[src/rtl/cog_pkg.sv]
package cog_pkg;
  typedef struct packed {
    logic ro;
    logic ido;
    logic iocfg;
  } cpl_attr_t;
endpackage

[src/rtl/cog_posted_fifo.sv]
module cog_posted_fifo #(
  parameter int DEPTH = 4,
  parameter int ID_W  = 4,
  parameter int CNT_W = 3
) (
  input  logic                       clk,
  input  logic                       rst_n,
  input  logic                       in_valid,
  input  logic [ID_W-1:0]            in_id,
  input  logic                       retire_req,
  output logic                       full,
  output logic                       pop,
  output logic [CNT_W-1:0]           cnt,
  output logic [DEPTH-1:0][ID_W-1:0] ids
);
  logic             push;
  logic [CNT_W-1:0] wr_idx;

  assign full   = (cnt == CNT_W'(DEPTH));
  assign push   = in_valid && !full;
  assign pop    = retire_req && (cnt != '0);
  assign wr_idx = pop ? cnt - 1'b1 : cnt;

  always_ff @(posedge clk) begin
    if (!rst_n) begin
      cnt <= '0;
      for (int i = 0; i < DEPTH; i++) ids[i] <= '0;
    end else begin
      for (int i = 0; i < DEPTH; i++) begin
        if (pop && i < DEPTH - 1) ids[i] <= ids[i+1];
        if (push && wr_idx == CNT_W'(i)) ids[i] <= in_id;
      end
      case ({push, pop})
        2'b10:   cnt <= cnt + 1'b1;
        2'b01:   cnt <= cnt - 1'b1;
        default: cnt <= cnt;
      endcase
    end
  end

  // count bounded, retire removes exactly one entry
  a_r7_cnt_bound: assert property (@(posedge clk) disable iff (!rst_n)
    cnt <= CNT_W'(DEPTH));
  a_r7_retire_one: assert property (@(posedge clk) disable iff (!rst_n)
    pop && !push |=> cnt == $past(cnt) - 1'b1);
endmodule

[src/rtl/cog_cpl_queue.sv]
module cog_cpl_queue
  import cog_pkg::*;
#(
  parameter int DEPTH  = 4,
  parameter int ID_W   = 4,
  parameter int TAG_W  = 4,
  parameter int CNT_W  = 3,
  parameter int ACNT_W = 3
) (
  input  logic              clk,
  input  logic              rst_n,
  input  logic              in_valid,
  input  cpl_attr_t         in_attr,
  input  logic [ID_W-1:0]   in_id,
  input  logic [TAG_W-1:0]  in_tag,
  input  logic [ACNT_W-1:0] in_ahead,
  input  logic              pop,
  input  logic              p_retired,
  output logic              full,
  output logic [CNT_W-1:0]  cnt,
  output cpl_attr_t         head_attr,
  output logic [ID_W-1:0]   head_id,
  output logic [TAG_W-1:0]  head_tag,
  output logic [ACNT_W-1:0] head_ahead
);
  cpl_attr_t         attr_q  [DEPTH];
  logic [ID_W-1:0]   id_q    [DEPTH];
  logic [TAG_W-1:0]  tag_q   [DEPTH];
  logic [ACNT_W-1:0] ahead_q [DEPTH];
  logic              push;
  logic [CNT_W-1:0]  wr_idx;

  assign full       = (cnt == CNT_W'(DEPTH));
  assign push       = in_valid && !full;
  assign wr_idx     = pop ? cnt - 1'b1 : cnt;
  assign head_attr  = attr_q[0];
  assign head_id    = id_q[0];
  assign head_tag   = tag_q[0];
  assign head_ahead = ahead_q[0];

  always_ff @(posedge clk) begin
    if (!rst_n) begin
      cnt <= '0;
      for (int i = 0; i < DEPTH; i++) begin
        attr_q[i]  <= '0;
        id_q[i]    <= '0;
        tag_q[i]   <= '0;
        ahead_q[i] <= '0;
      end
    end else begin
      for (int i = 0; i < DEPTH; i++) begin
        logic [ACNT_W-1:0] a_src;
        a_src = (pop && i < DEPTH - 1) ? ahead_q[i+1] : ahead_q[i];
        if (pop && i < DEPTH - 1) begin
          attr_q[i] <= attr_q[i+1];
          id_q[i]   <= id_q[i+1];
          tag_q[i]  <= tag_q[i+1];
        end
        ahead_q[i] <= (p_retired && a_src != '0) ? a_src - 1'b1 : a_src;
        if (push && wr_idx == CNT_W'(i)) begin
          attr_q[i]  <= in_attr;
          id_q[i]    <= in_id;
          tag_q[i]   <= in_tag;
          ahead_q[i] <= in_ahead;
        end
      end
      case ({push, pop})
        2'b10:   cnt <= cnt + 1'b1;
        2'b01:   cnt <= cnt - 1'b1;
        default: cnt <= cnt;
      endcase
    end
  end

  // never accepts beyond capacity, pop only when non-empty
  a_r8_no_overflow: assert property (@(posedge clk) disable iff (!rst_n)
    cnt <= CNT_W'(DEPTH));
  a_r6_pop_nonempty: assert property (@(posedge clk) disable iff (!rst_n)
    pop |-> cnt != '0);
endmodule

[src/rtl/cog_pass_check.sv]
module cog_pass_check
  import cog_pkg::*;
#(
  parameter int P_DEPTH = 4,
  parameter int ID_W    = 4,
  parameter int ACNT_W  = 3
) (
  input  logic                         head_valid,
  input  cpl_attr_t                    attr,
  input  logic [ID_W-1:0]              cpl_id,
  input  logic [ACNT_W-1:0]            ahead,
  input  logic [P_DEPTH-1:0][ID_W-1:0] ids,
  output logic                         blocked
);
  logic id_hit;

  always_comb begin
    id_hit = 1'b0;
    for (int k = 0; k < P_DEPTH; k++)
      if (ACNT_W'(k) < ahead && ids[k] == cpl_id) id_hit = 1'b1;
  end

  always_comb begin
    if (!head_valid)                 blocked = 1'b0;
    else if (attr.ro || attr.iocfg)  blocked = 1'b0;
    else if (attr.ido)               blocked = id_hit;
    else                             blocked = (ahead != '0);
  end
endmodule

[src/rtl/cpl_order_gate.sv]
module cpl_order_gate
  import cog_pkg::*;
#(
  parameter int P_DEPTH = 4,
  parameter int C_DEPTH = 4,
  parameter int ID_W    = 4,
  parameter int TAG_W   = 4
) (
  input  logic             clk,
  input  logic             rst_n,
  input  logic             p_valid,
  output logic             p_ready,
  input  logic [ID_W-1:0]  p_req_id,
  input  logic             p_retire,
  input  logic             c_valid,
  output logic             c_ready,
  input  logic             c_ro,
  input  logic             c_ido,
  input  logic             c_iocfg,
  input  logic [ID_W-1:0]  c_cpl_id,
  input  logic [TAG_W-1:0] c_tag,
  output logic             rel_valid,
  input  logic             rel_ready,
  output logic [TAG_W-1:0] rel_tag
);
  localparam int PCNT_W = $clog2(P_DEPTH + 1);
  localparam int CCNT_W = $clog2(C_DEPTH + 1);

  logic                         p_full, p_pop, c_full, blocked, rel_fire;
  logic [PCNT_W-1:0]            p_cnt;
  logic [CCNT_W-1:0]            c_cnt;
  logic [P_DEPTH-1:0][ID_W-1:0] p_ids;
  logic [PCNT_W-1:0]            new_ahead, head_ahead;
  cpl_attr_t                    in_attr, head_attr;
  logic [ID_W-1:0]              head_id;

  assign p_ready   = !p_full;
  assign c_ready   = !c_full;
  assign in_attr   = '{ro: c_ro, ido: c_ido, iocfg: c_iocfg};
  assign new_ahead = p_cnt - PCNT_W'(p_pop);
  assign rel_valid = (c_cnt != '0) && !blocked;
  assign rel_fire  = rel_valid && rel_ready;

  cog_posted_fifo #(.DEPTH(P_DEPTH), .ID_W(ID_W), .CNT_W(PCNT_W)) u_posted (
    .clk, .rst_n, .in_valid(p_valid), .in_id(p_req_id), .retire_req(p_retire),
    .full(p_full), .pop(p_pop), .cnt(p_cnt), .ids(p_ids)
  );

  cog_cpl_queue #(.DEPTH(C_DEPTH), .ID_W(ID_W), .TAG_W(TAG_W),
                  .CNT_W(CCNT_W), .ACNT_W(PCNT_W)) u_cplq (
    .clk, .rst_n, .in_valid(c_valid), .in_attr, .in_id(c_cpl_id), .in_tag(c_tag),
    .in_ahead(new_ahead), .pop(rel_fire), .p_retired(p_pop), .full(c_full),
    .cnt(c_cnt), .head_attr, .head_id, .head_tag(rel_tag), .head_ahead
  );

  cog_pass_check #(.P_DEPTH(P_DEPTH), .ID_W(ID_W), .ACNT_W(PCNT_W)) u_check (
    .head_valid(c_cnt != '0), .attr(head_attr), .cpl_id(head_id),
    .ahead(head_ahead), .ids(p_ids), .blocked
  );

  // an offered release is held steady until taken
  a_r6_release_stable: assert property (@(posedge clk) disable iff (!rst_n)
    rel_valid && !rel_ready |=> rel_valid && $stable(rel_tag));
  // a plain completion only leaves once no older posted entry remains
  a_r1_plain_wait: assert property (@(posedge clk) disable iff (!rst_n)
    rel_valid && !head_attr.ro && !head_attr.ido && !head_attr.iocfg |-> head_ahead == '0);
  // the older-posted count never exceeds what is actually pending
  a_r5_ahead_bound: assert property (@(posedge clk) disable iff (!rst_n)
    c_cnt != '0 |-> head_ahead <= p_cnt);
  // nothing is released after reset until a completion arrives
  a_r9_empty_quiet: assert property (@(posedge clk) disable iff (!rst_n)
    c_cnt == '0 |-> !rel_valid);
endmodule

[config.mk]
export PLATFORM = sky130hd
export DESIGN_NAME = cpl_order_gate
export DESIGN_NICKNAME = d
export VERILOG_FILES = /design/src/rtl/cog_pkg.sv /design/src/rtl/cog_posted_fifo.sv /design/src/rtl/cog_cpl_queue.sv /design/src/rtl/cog_pass_check.sv /design/src/rtl/cpl_order_gate.sv
export SDC_FILE = /design/constraint.sdc
export NUM_CORES = 1
export LEC_CHECK = 0
export CORE_MARGIN = 1
export CORE_UTILIZATION = 54
export CTS_BUF_LIST = sky130_fd_sc_hd__clkbuf_8
export CTS_CLUSTER_SIZE = 16
export DETAILED_ROUTE_END_ITERATION = 16
export PLACE_DENSITY = 0.84
export REMOVE_ABC_BUFFERS = 1
export SYNTH_ARGS = -nofsm -noshare
export SYNTH_HDL_FRONTEND = slang
export SYNTH_SLANG_ARGS = --single-unit
[constraint.sdc]
create_clock -name clk -period 3.5 [get_ports clk]
set_input_delay 0.7 -clock clk [delete_from_list [all_inputs] [get_ports clk]]
set_output_delay 0.7 -clock clk [all_outputs]
set_load 0.01 [all_outputs]
[Word level (Yosys, flattened, before mapping)]
Memories as Yosys holds them, arrays and structs flattened.
Index checks and enable logic that the tools add are counted.
Word-level totals
  register bits: 22
  RAM bits: 56
  input port bits: 21
  word-level logic and storage cells: 177
  memories: 4
Memories
  u_cplq.id_q: depth 4, bits a word 4, read ports 4, clocked after Yosys merged registers in 0, wr ports 4, line cog_cpl_queue.sv:27  | logic [ID_W-1:0] id_q [DEPTH];
  u_cplq.tag_q: depth 4, bits a word 4, read ports 4, clocked after Yosys merged registers in 0, wr ports 4, line cog_cpl_queue.sv:28  | logic [TAG_W-1:0] tag_q [DEPTH];
  u_cplq.ahead_q: depth 4, bits a word 3, read ports 4, clocked after Yosys merged registers in 0, wr ports 4, line cog_cpl_queue.sv:29  | logic [ACNT_W-1:0] ahead_q [DEPTH];
  u_cplq.attr_q: depth 4, bits a word 3, read ports 4, clocked after Yosys merged registers in 0, wr ports 4, line cog_cpl_queue.sv:26  | cpl_attr_t attr_q [DEPTH];
Operators by class
  add/subtract/negate cells: 9
  $lt $le $gt $ge: 4
  eq/ne operators: 16
  muxes and demuxes: 70
  bitwise logic cells: 29
  reduce and logical (&&, ||, !) cells: 39
Operator list (count)
  2-to-1 mux 4 bit: 20
  2-to-1 mux 3 bit: 24
  OR 1 bit: 29
  2-to-1 mux 1 bit: 24
  logical AND 1 bit: 21
  nonzero test 3 bit: 7
  subtractor 3 x 1 -> 3 bit, second input constant: 6
  equality test 4 bit: 4
  equality test 3 x 2 -> 1 bit, second input constant: 4
  case mux 3 bit (2 select lines): 2
  nonzero test 2 bit: 5
  adder 3 x 1 -> 3 bit, second input constant: 2
  equality test 3 x 1 -> 1 bit, second input constant: 2
  equality test 3 bit, second input constant: 2
  logical NOT 3 bit: 2
  less-than comparator 1 x 3 -> 1 bit, first input constant: 2
  less-than comparator 2 x 3 -> 1 bit, first input constant: 2
  equality test 2 x 1 -> 1 bit, second input constant: 2
  equality test 2 bit, second input constant: 2
  logical NOT 1 bit: 3
  subtractor 3 x 1 -> 3 bit: 1
  logical OR 1 bit: 1

[Depth between registers and ports, before layout]
Gate-level depths: netlist of the first run.
  word-level depth: 19
  mapped depth: 15
  gate-level depth less buffers: 13

[Cells and area by module]
A second synthesis of the first run with hierarchy kept.
Second synthesis, totals
  cells, all modules: 469
  area total of the unflattened synthesis: 4934.7 um2
Modules (own cells, without submodules)
  cog_cpl_queue: instances 1, cells an instance 305, area an instance 3490.8 um2, seq. area each 1741.7 um2
  cog_posted_fifo: instances 1, cells an instance 124, area an instance 1156.1 um2, seq. area each 380.4 um2
  cog_pass_check: instances 1, cells an instance 27, area an instance 206.4 um2, seq. area each 0.0 um2
  cpl_order_gate: instances 1, cells an instance 13, area an instance 81.3 um2, seq. area each 0.0 um2

[Worst setup path before layout of the first run]
Ideal clock, no wire load.
  path kind: flip-flop to flip-flop
  start point: memory u_cplq.id_q[0][1]
  end point: memory u_cplq.ahead_q[1][2] (netlist: u_cplq.ahead_q[0][5]) (data pin)
  library setup time: 0.262 ns
  arrival time: 2.642 ns
  data required time: 3.238 ns
  path slack: 0.596 ns
  stages on the path, launching flop included: 14
  path buffers: 1
  clock period less this slack: 2.904 ns
  cell sequence: edfxtp_1 xor2_1 nor4_2 o41a_4 buf_6 o21ai_0 and2_1 ha_1 ha_1 nor2_1 nand2_1 nand2_1 a31oi_1 mux2_1
RTL lines (line)
  start: declaration: cog_cpl_queue.sv:27
  end: declaration: cog_cpl_queue.sv:29

==> impl_metrics.yaml, run 1 <==
synthesis:
  netlist_area_um2: 4676
  synth_seq_cells: 78
  ys_seq_area_share_pct: 45.38
  synthArstFlopShare_pct: 0
  synthCells: 462
  avgSynthCellArea_um2: 10.12
  synth_ff_type: "edfxtp_1"
  synth_cell_types: 55
  yosysWarnings: 0
  synth_edf_count: 56
placement:
  port_buffers: 27
  gp_congestion: 0.9411
  dp_cells: 588
  dp.final_hpwl_mm: 7.112
  pre_cts_ws_ns: 0.2483
cells_and_area:
  layout.cells.non_filler: 604
  areaGrowthSynthToFinish_pct: 10.57
  drive_gt1_share_pct: 8.417
  diodes: 0
  nets: 533
clock_tree:
  ctsResizeCount: 0
  cts-hold-fix-buffers: 0
  htree_levels: 3
  cts_root_buf: "clkbuf_8"
  clockBufferDepth: 2
  cts_buffers: 9
  cts.sinks: 78
  clk_pin_slew_ns: 0.09
  cts_setup_buffers: 0
  worstSkewPairLatency_ns: 0.36
  cts_tree: "done"
drt:
  drt_first_iter_violations: 262
  drc: 0
  wire_per_inst_um: 16.03
  routed_wl_mm: 9.681
  via_per_inst: 5.760
  vias: 3479
  ant_nets: 0
  first_pass_iters: 5
setup_path:
  arrival_ns: 2.57
  r2r_end: "u_cplq.ahead_q[0][0]"
  r2r_slack_ns: 0.23
  path_max_fanout: 17
  cp-start-kind: "register"
  end_kind: "primary output"
  endpoint: "rel_valid"
  r2r_cells: 11
  r2r-start: "u_cplq.id_q[0][3]"
  startpoint: "u_cplq.id_q[0][3]"
  crit_type: "reg -> out"
  cp.required_ns: 2.80
global_route:
  grt_pass1_vias: 3378
  grt_pass1_wl_mm: 15.86
  grt_max_degree: 34
  antenna_found_initial: 0
  grt_use_total_pct: 22.96
  overflow: 0
sta:
  fin_crit_ns: 3.270
  slew_headroom_pct: 22.20
  max_freq_mhz: 305.8
  holdWs_ns: 0.5096
  skew_ns: 0.01073
  setup_violations: 0
  rsz0062_at_grt: "false"
  slew_violations: 0
  tns_ns: 0
  tightest_slew_ns: 1.165
  setup_slack_ns: 0.2300
  hold_viol_final: 0
  period_share_pct: 93.43
die:
  die_h_um: 95.05
  core_um2: 8299
  start_util_pct: 56.34
  dieArea_um2: 9035
  dieWidth_um: 95.05
  io_pins: 28
  row_count: 33
job:
  maxCapViolations: 0
min_path:
  min-delay-path-class: "reg -> reg"
power_and_ir_drop:
  ir_drop_uv: 488.0
  p_leak_uw: 0.002059
  power_density_nw_per_um2: 758.1
outcome:
  status: "complete, no violations"
-- metrics by stage --
stage	area (um2)	total power [uW]	util, %
5_1_grt	5170	4157	62.29
2_1_floorplan	4521	2781	-
6_report	5170	3919	62.29
3_5_place_dp	4997	3295	60.21
4_1_cts	5170	3913	62.29
3_3_place_gp	4997	3200	60.21
-- metal layers --
layer	global-route usage, %	share of wire (%)	wire (um)
met1	28.98	43	4142
met2	38.91	50	4843
met3	4.864	5.7	555
met4	8.081	1.4	140
met5	0	0	0
-- sequential cells by signal (all words and copies together), names as in the netlist --
| signal | cells |
|---|---|
| u_cplq.ahead_q | 12 |
| u_cplq.attr_q | 12 |
| u_cplq.cnt | 3 |
| u_cplq.id_q | 16 |
| u_cplq.tag_q | 16 |
| u_posted.cnt | 3 |
| u_posted.ids | 16 |
-- power breakdown --
group          switching [uW]  internal [uW]
Combinational            1040            719
Clock                     356            257
Sequential                205           1350
Total                    1600           2320
-- cell type report --
class	count	area, um2
fillers	687	3129
clock inverters	7	48.80
multi-input cells	342	2301
flip-flops and latches	78	2122
inverters	26	97.59
clock buffers	9	123.9
repair buffers	37	345.3
well taps	105	131.4
-- how the worst min path moves through the flow --
stage	from	to	slack, ns	cells past startpoint
floorplan	u_posted.ids[0]	u_posted.ids[0]	0.47	2
global placement	u_posted.ids[1]	u_posted.ids[1]	0.49	2
detailed placement	u_posted.ids[3]	u_posted.ids[3]	0.50	2
CTS	u_posted.ids[12]	u_posted.ids[8]	0.51	2
global route	u_posted.ids[3]	u_posted.ids[3]	0.54	2
finish	u_posted.ids[1]	u_posted.ids[1]	0.51	2
-- logic make-up after synthesis --
| logic type | after synthesis | synth area share [%] |
|---|---|---|
| flip-flops | 78 | 45.38 |
| AO/OA/AOI/OAI | 68 | 11.03 |
| multiplexers | 46 | 9.928 |
| AND/OR/NAND/NOR | 179 | 18.60 |
| buffers and inverters | 50 | 6.047 |
| other | 1 | 0.08020 |
| adder cells (fa/ha/maj) | 18 | 4.817 |
| XOR/XNOR | 22 | 4.121 |
-- layout by cell type, fill, tap and decap left out, types with 4 or more instances in the layout --
cell type	synthesis	routed
clkbuf_8	1	9
dfxtp_1	22	22
nand3_1	15	15
nor3_1	5	5
xnor2_1	13	13
clkdlybuf4s50_1	0	27
nand2b_1	6	6
nor3_2	4	4
conb_1	1	9
a21oi_1	15	15
o21ai_0	12	12
nor2_1	29	29
nand2_1	80	80
a311oi_1	8	8
xor2_1	9	9
and3_1	5	5
edfxtp_1	56	56
ha_1	18	18
clkinvlp_4	0	4
and2_1	22	22
buf_4	0	10
mux2i_1	43	43
inv_1	24	24
-- synthesized netlist by cell type, types with 2 or more instances --
| cell type | instances | area [um2] |
|---|---|---|
| a21oi_1 | 15 | 75.07 |
| inv_1 | 24 | 90.09 |
| a21boi_0 | 2 | 15.01 |
| edfxtp_1 | 56 | 1682 |
| nand4_1 | 3 | 18.77 |
| clkbuf_2 | 3 | 15.01 |
| or3_1 | 3 | 18.77 |
| ha_1 | 18 | 225.2 |
| o2bb2ai_1 | 3 | 26.28 |
| buf_2 | 3 | 15.01 |
| and3_1 | 5 | 31.28 |
| o21ai_0 | 12 | 60.06 |
| nor3_1 | 5 | 25.02 |
| mux2i_1 | 43 | 430.4 |
| o21ai_2 | 2 | 17.52 |
| o21a_1 | 2 | 15.01 |
| xor2_1 | 9 | 78.83 |
| nand3_1 | 15 | 75.07 |
| o22ai_1 | 2 | 12.51 |
| clkbuf_1 | 8 | 30.03 |
| and2_1 | 22 | 137.6 |
| a211oi_1 | 3 | 22.52 |
| o41ai_1 | 2 | 17.52 |
| nand2b_1 | 6 | 37.54 |
| o311a_1 | 2 | 20.02 |
| mux2_1 | 3 | 33.78 |
| buf_6 | 6 | 67.56 |
| o32ai_1 | 2 | 17.52 |
| inv_2 | 2 | 7.510 |
| buf_12 | 2 | 40.04 |
| o211ai_1 | 3 | 22.52 |
| a311oi_1 | 8 | 70.07 |
| xnor2_1 | 13 | 113.9 |
| a31oi_1 | 3 | 18.77 |
| dfxtp_1 | 22 | 440.4 |
| nor2_1 | 29 | 108.9 |
| nor3_2 | 4 | 40.04 |
| nand2_1 | 80 | 300.3 |
-- worst max-delay path, cell delays in order (launching register included) --
cell and delay, ns:
edfxtp_1 0.49, xnor2_1 0.18, nand3_1 0.12, nor3_2 0.08
o41a_4 0.60, a21oi_1 0.18, clkdlybuf4s50_1 0.56
Note: power is estimated with default switching activity, not from simulation.
==> run 2, diff against run 1 <==
--- a/config.mk
+++ b/config.mk
@@ -12,6 +12,7 @@
 export DETAILED_ROUTE_END_ITERATION = 16
 export PLACE_DENSITY = 0.84
 export REMOVE_ABC_BUFFERS = 1
+export SLEW_MARGIN = 20
 export SYNTH_ARGS = -nofsm -noshare
 export SYNTH_HDL_FRONTEND = slang
 export SYNTH_SLANG_ARGS = --single-unit
==> run 2 against run 1 <==
Core utilization increased by 0.12 points. Largest cell class unchanged. Clock power about the same. Clock-buffer cell count unchanged. Worst hold slack about the same. Critical path depth unchanged. Via count increased by 0.26%. Critical path type unchanged. Highest routed layer unchanged.
==> impl_metrics.yaml, run 2 (synthesis gave the netlist of run 1 again) <==
power_and_ir_drop:
  switchingPower_uw: 1603
  ir_drop_uv: 466.3
  p_int_uw: 2323
  power_uw: 3926
  combPwrFrac_pct: 44.9
  p_leak_uw: 0.002062
  power_density_nw_per_um2: 757.9
  p_clk_share_pct: 15.6
  power_frac_seq_pct: 39.5
  swShare_pct: 40.82
cells_and_area:
  final_common_cell: "nand2_1"
  final_cell_mix: "nand2_1 (80), edfxtp_1 (56), mux2i_1 (43)"
  reg_top3: "u_cplq.id_q: 16 flops, u_cplq.tag_q: 16 flops, u_posted.ids: 16 flops"
  final_area_um2: 5180
  layout.cells.non_filler: 604
  drive_gt1_share_pct: 8.417
  diodes: 0
  nets: 533
  areaGrowthSynthToFinish_pct: 10.78
clock_tree:
  cts.sinks: 78
  cts_root_buf: "clkbuf_8"
  cts_tree: "done"
  worstSkewPairLatency_ns: 0.36
  cts_buffers: 9
  clk_pin_slew_ns: 0.09
  cts-hold-fix-buffers: 0
  htree_levels: 3
  clockBufferDepth: 2
  ctsResizeCount: 0
  cts_setup_buffers: 0
setup_path:
  r2r-start: "u_cplq.id_q[0][3]"
  cp-start-kind: "register"
  r2r_cells: 11
  critPathMaxStageDelay_ns: 0.60
  path_max_fanout: 17
  cp.required_ns: 2.80
  end_kind: "primary output"
  r2r_end: "u_cplq.ahead_q[0][0]"
  critPathBufInv: 1
  arrival_ns: 2.57
  crit_type: "reg -> out"
  critPathTopFamily: "compound AO/OA/AOI/OAI gates"
  cp_slowest_cell: "o41a_4"
  path_cells: "xnor2_1, nand3_1, nor3_2, o41a_4, a21oi_1, clkdlybuf4s50_1"
  r2r_slack_ns: 0.24
placement:
  placed_cell_area_um2: 4997
  gp_congestion: 0.9411
  dp.final_hpwl_mm: 7.112
  dp_cells: 588
  port_buffers: 27
sta:
  max_freq_mhz: 305.6
  slew_violations: 0
  slew_headroom_pct: 45.95
  fin_crit_ns: 3.272
  setup_violations: 0
  tns_ns: 0
  hold_viol_final: 0
  period_share_pct: 93.48
  tightest_slew_ns: 0.8107
  rsz0062_at_grt: "false"
  skew_ns: 0.01093
drt:
  drt_first_iter_violations: 260
  via_per_inst: 5.775
  routed_wl_mm: 9.698
  ant_nets: 0
  vias: 3488
  wire_per_inst_um: 16.06
  first_pass_iters: 5
  drc: 0
die:
  die_h_um: 95.05
  core_um2: 8299
  row_count: 33
  start_util_pct: 56.34
  dieArea_um2: 9035
  io_pins: 28
  dieWidth_um: 95.05
min_path:
  whs_endpoint: "u_posted.ids[1]"
  hp-start: "u_posted.ids[1]"
  holdPathStages: 2
  min-delay-path-class: "reg -> reg"
global_route:
  grt_max_degree: 34
  grt_use_total_pct: 22.96
  grt_pass1_wl_mm: 15.86
  overflow: 0
  antenna_found_initial: 0
  grt_pass1_vias: 3378
job:
  maxCapViolations: 0
outcome:
  status: "complete, no violations"
[run 2: through the flow]
| stage | hold WS [ns] | utilization (%) | setup slack, ns |
|---|---|---|---|
| finish | 0.5094 | 62.42 | 0.2280 |
| global route | 0.5378 | 62.42 | 0.06444 |
| CTS | 0.5130 | 62.29 | 0.2166 |
| detailed placement | 0.4990 | 60.21 | 0.2483 |
| global placement | 0.4866 | 60.21 | 0.3333 |
| floorplan | 0.4708 | - | 0.4819 |
[run 2: worst max path at each step]
| stage | startpoint | end | cells past startpoint |
|---|---|---|---|
| 2_1_floorplan | u_cplq.id_q[0][1] | u_cplq.attr_q[1][0] | 6 |
| 3_3_place_gp | rel_ready | u_cplq.ahead_q[0][2] | 11 |
| 3_5_place_dp | u_cplq.id_q[0][1] | u_cplq.tag_q[1][3] | 7 |
| 4_1_cts | u_cplq.id_q[0][3] | rel_valid | 6 |
| 5_1_grt | u_cplq.cnt[0] | u_cplq.ahead_q[0][0] | 11 |
| 6_report | u_cplq.id_q[0][3] | rel_valid | 6 |
[run 2: power groups by stage]
stage	clock, uW	combinational (uW)	sequential, uW
after global placement	0	1650	1550
after floorplan	0	1260	1520
final	613	1760	1550
after global routing	653	1930	1590
after CTS	622	1740	1550
after detailed placement	0	1730	1570
[run 2: worst register-to-register path, cell delays in order, from the launching register on]
cell      delay (ns)
edfxtp_1        0.49
xnor2_1         0.18
nand3_1         0.12
nor3_2          0.08
o41a_4          0.60
nor2_1          0.29
a21boi_0        0.16
ha_1            0.24
ha_1            0.21
nand2b_1        0.20
and3_1          0.22
o32ai_1         0.27
[run 2: routing by layer]
layer  global-route usage, %  part of all wire (%)
met1                   28.98                    43
met2                   38.91                    50
met3                   4.864                   5.6
met4                   8.081                   1.9
met5                       0                     0
[run 2: cell type report]
class,count,area (um2)
multi-input cells,342,2311
clock inverters,7,48.80
repair buffers,37,345.3
clock buffers,9,123.9
inverters,26,97.59
fillers,685,3119
flip-flops and latches,78,2122
well taps,105,131.4
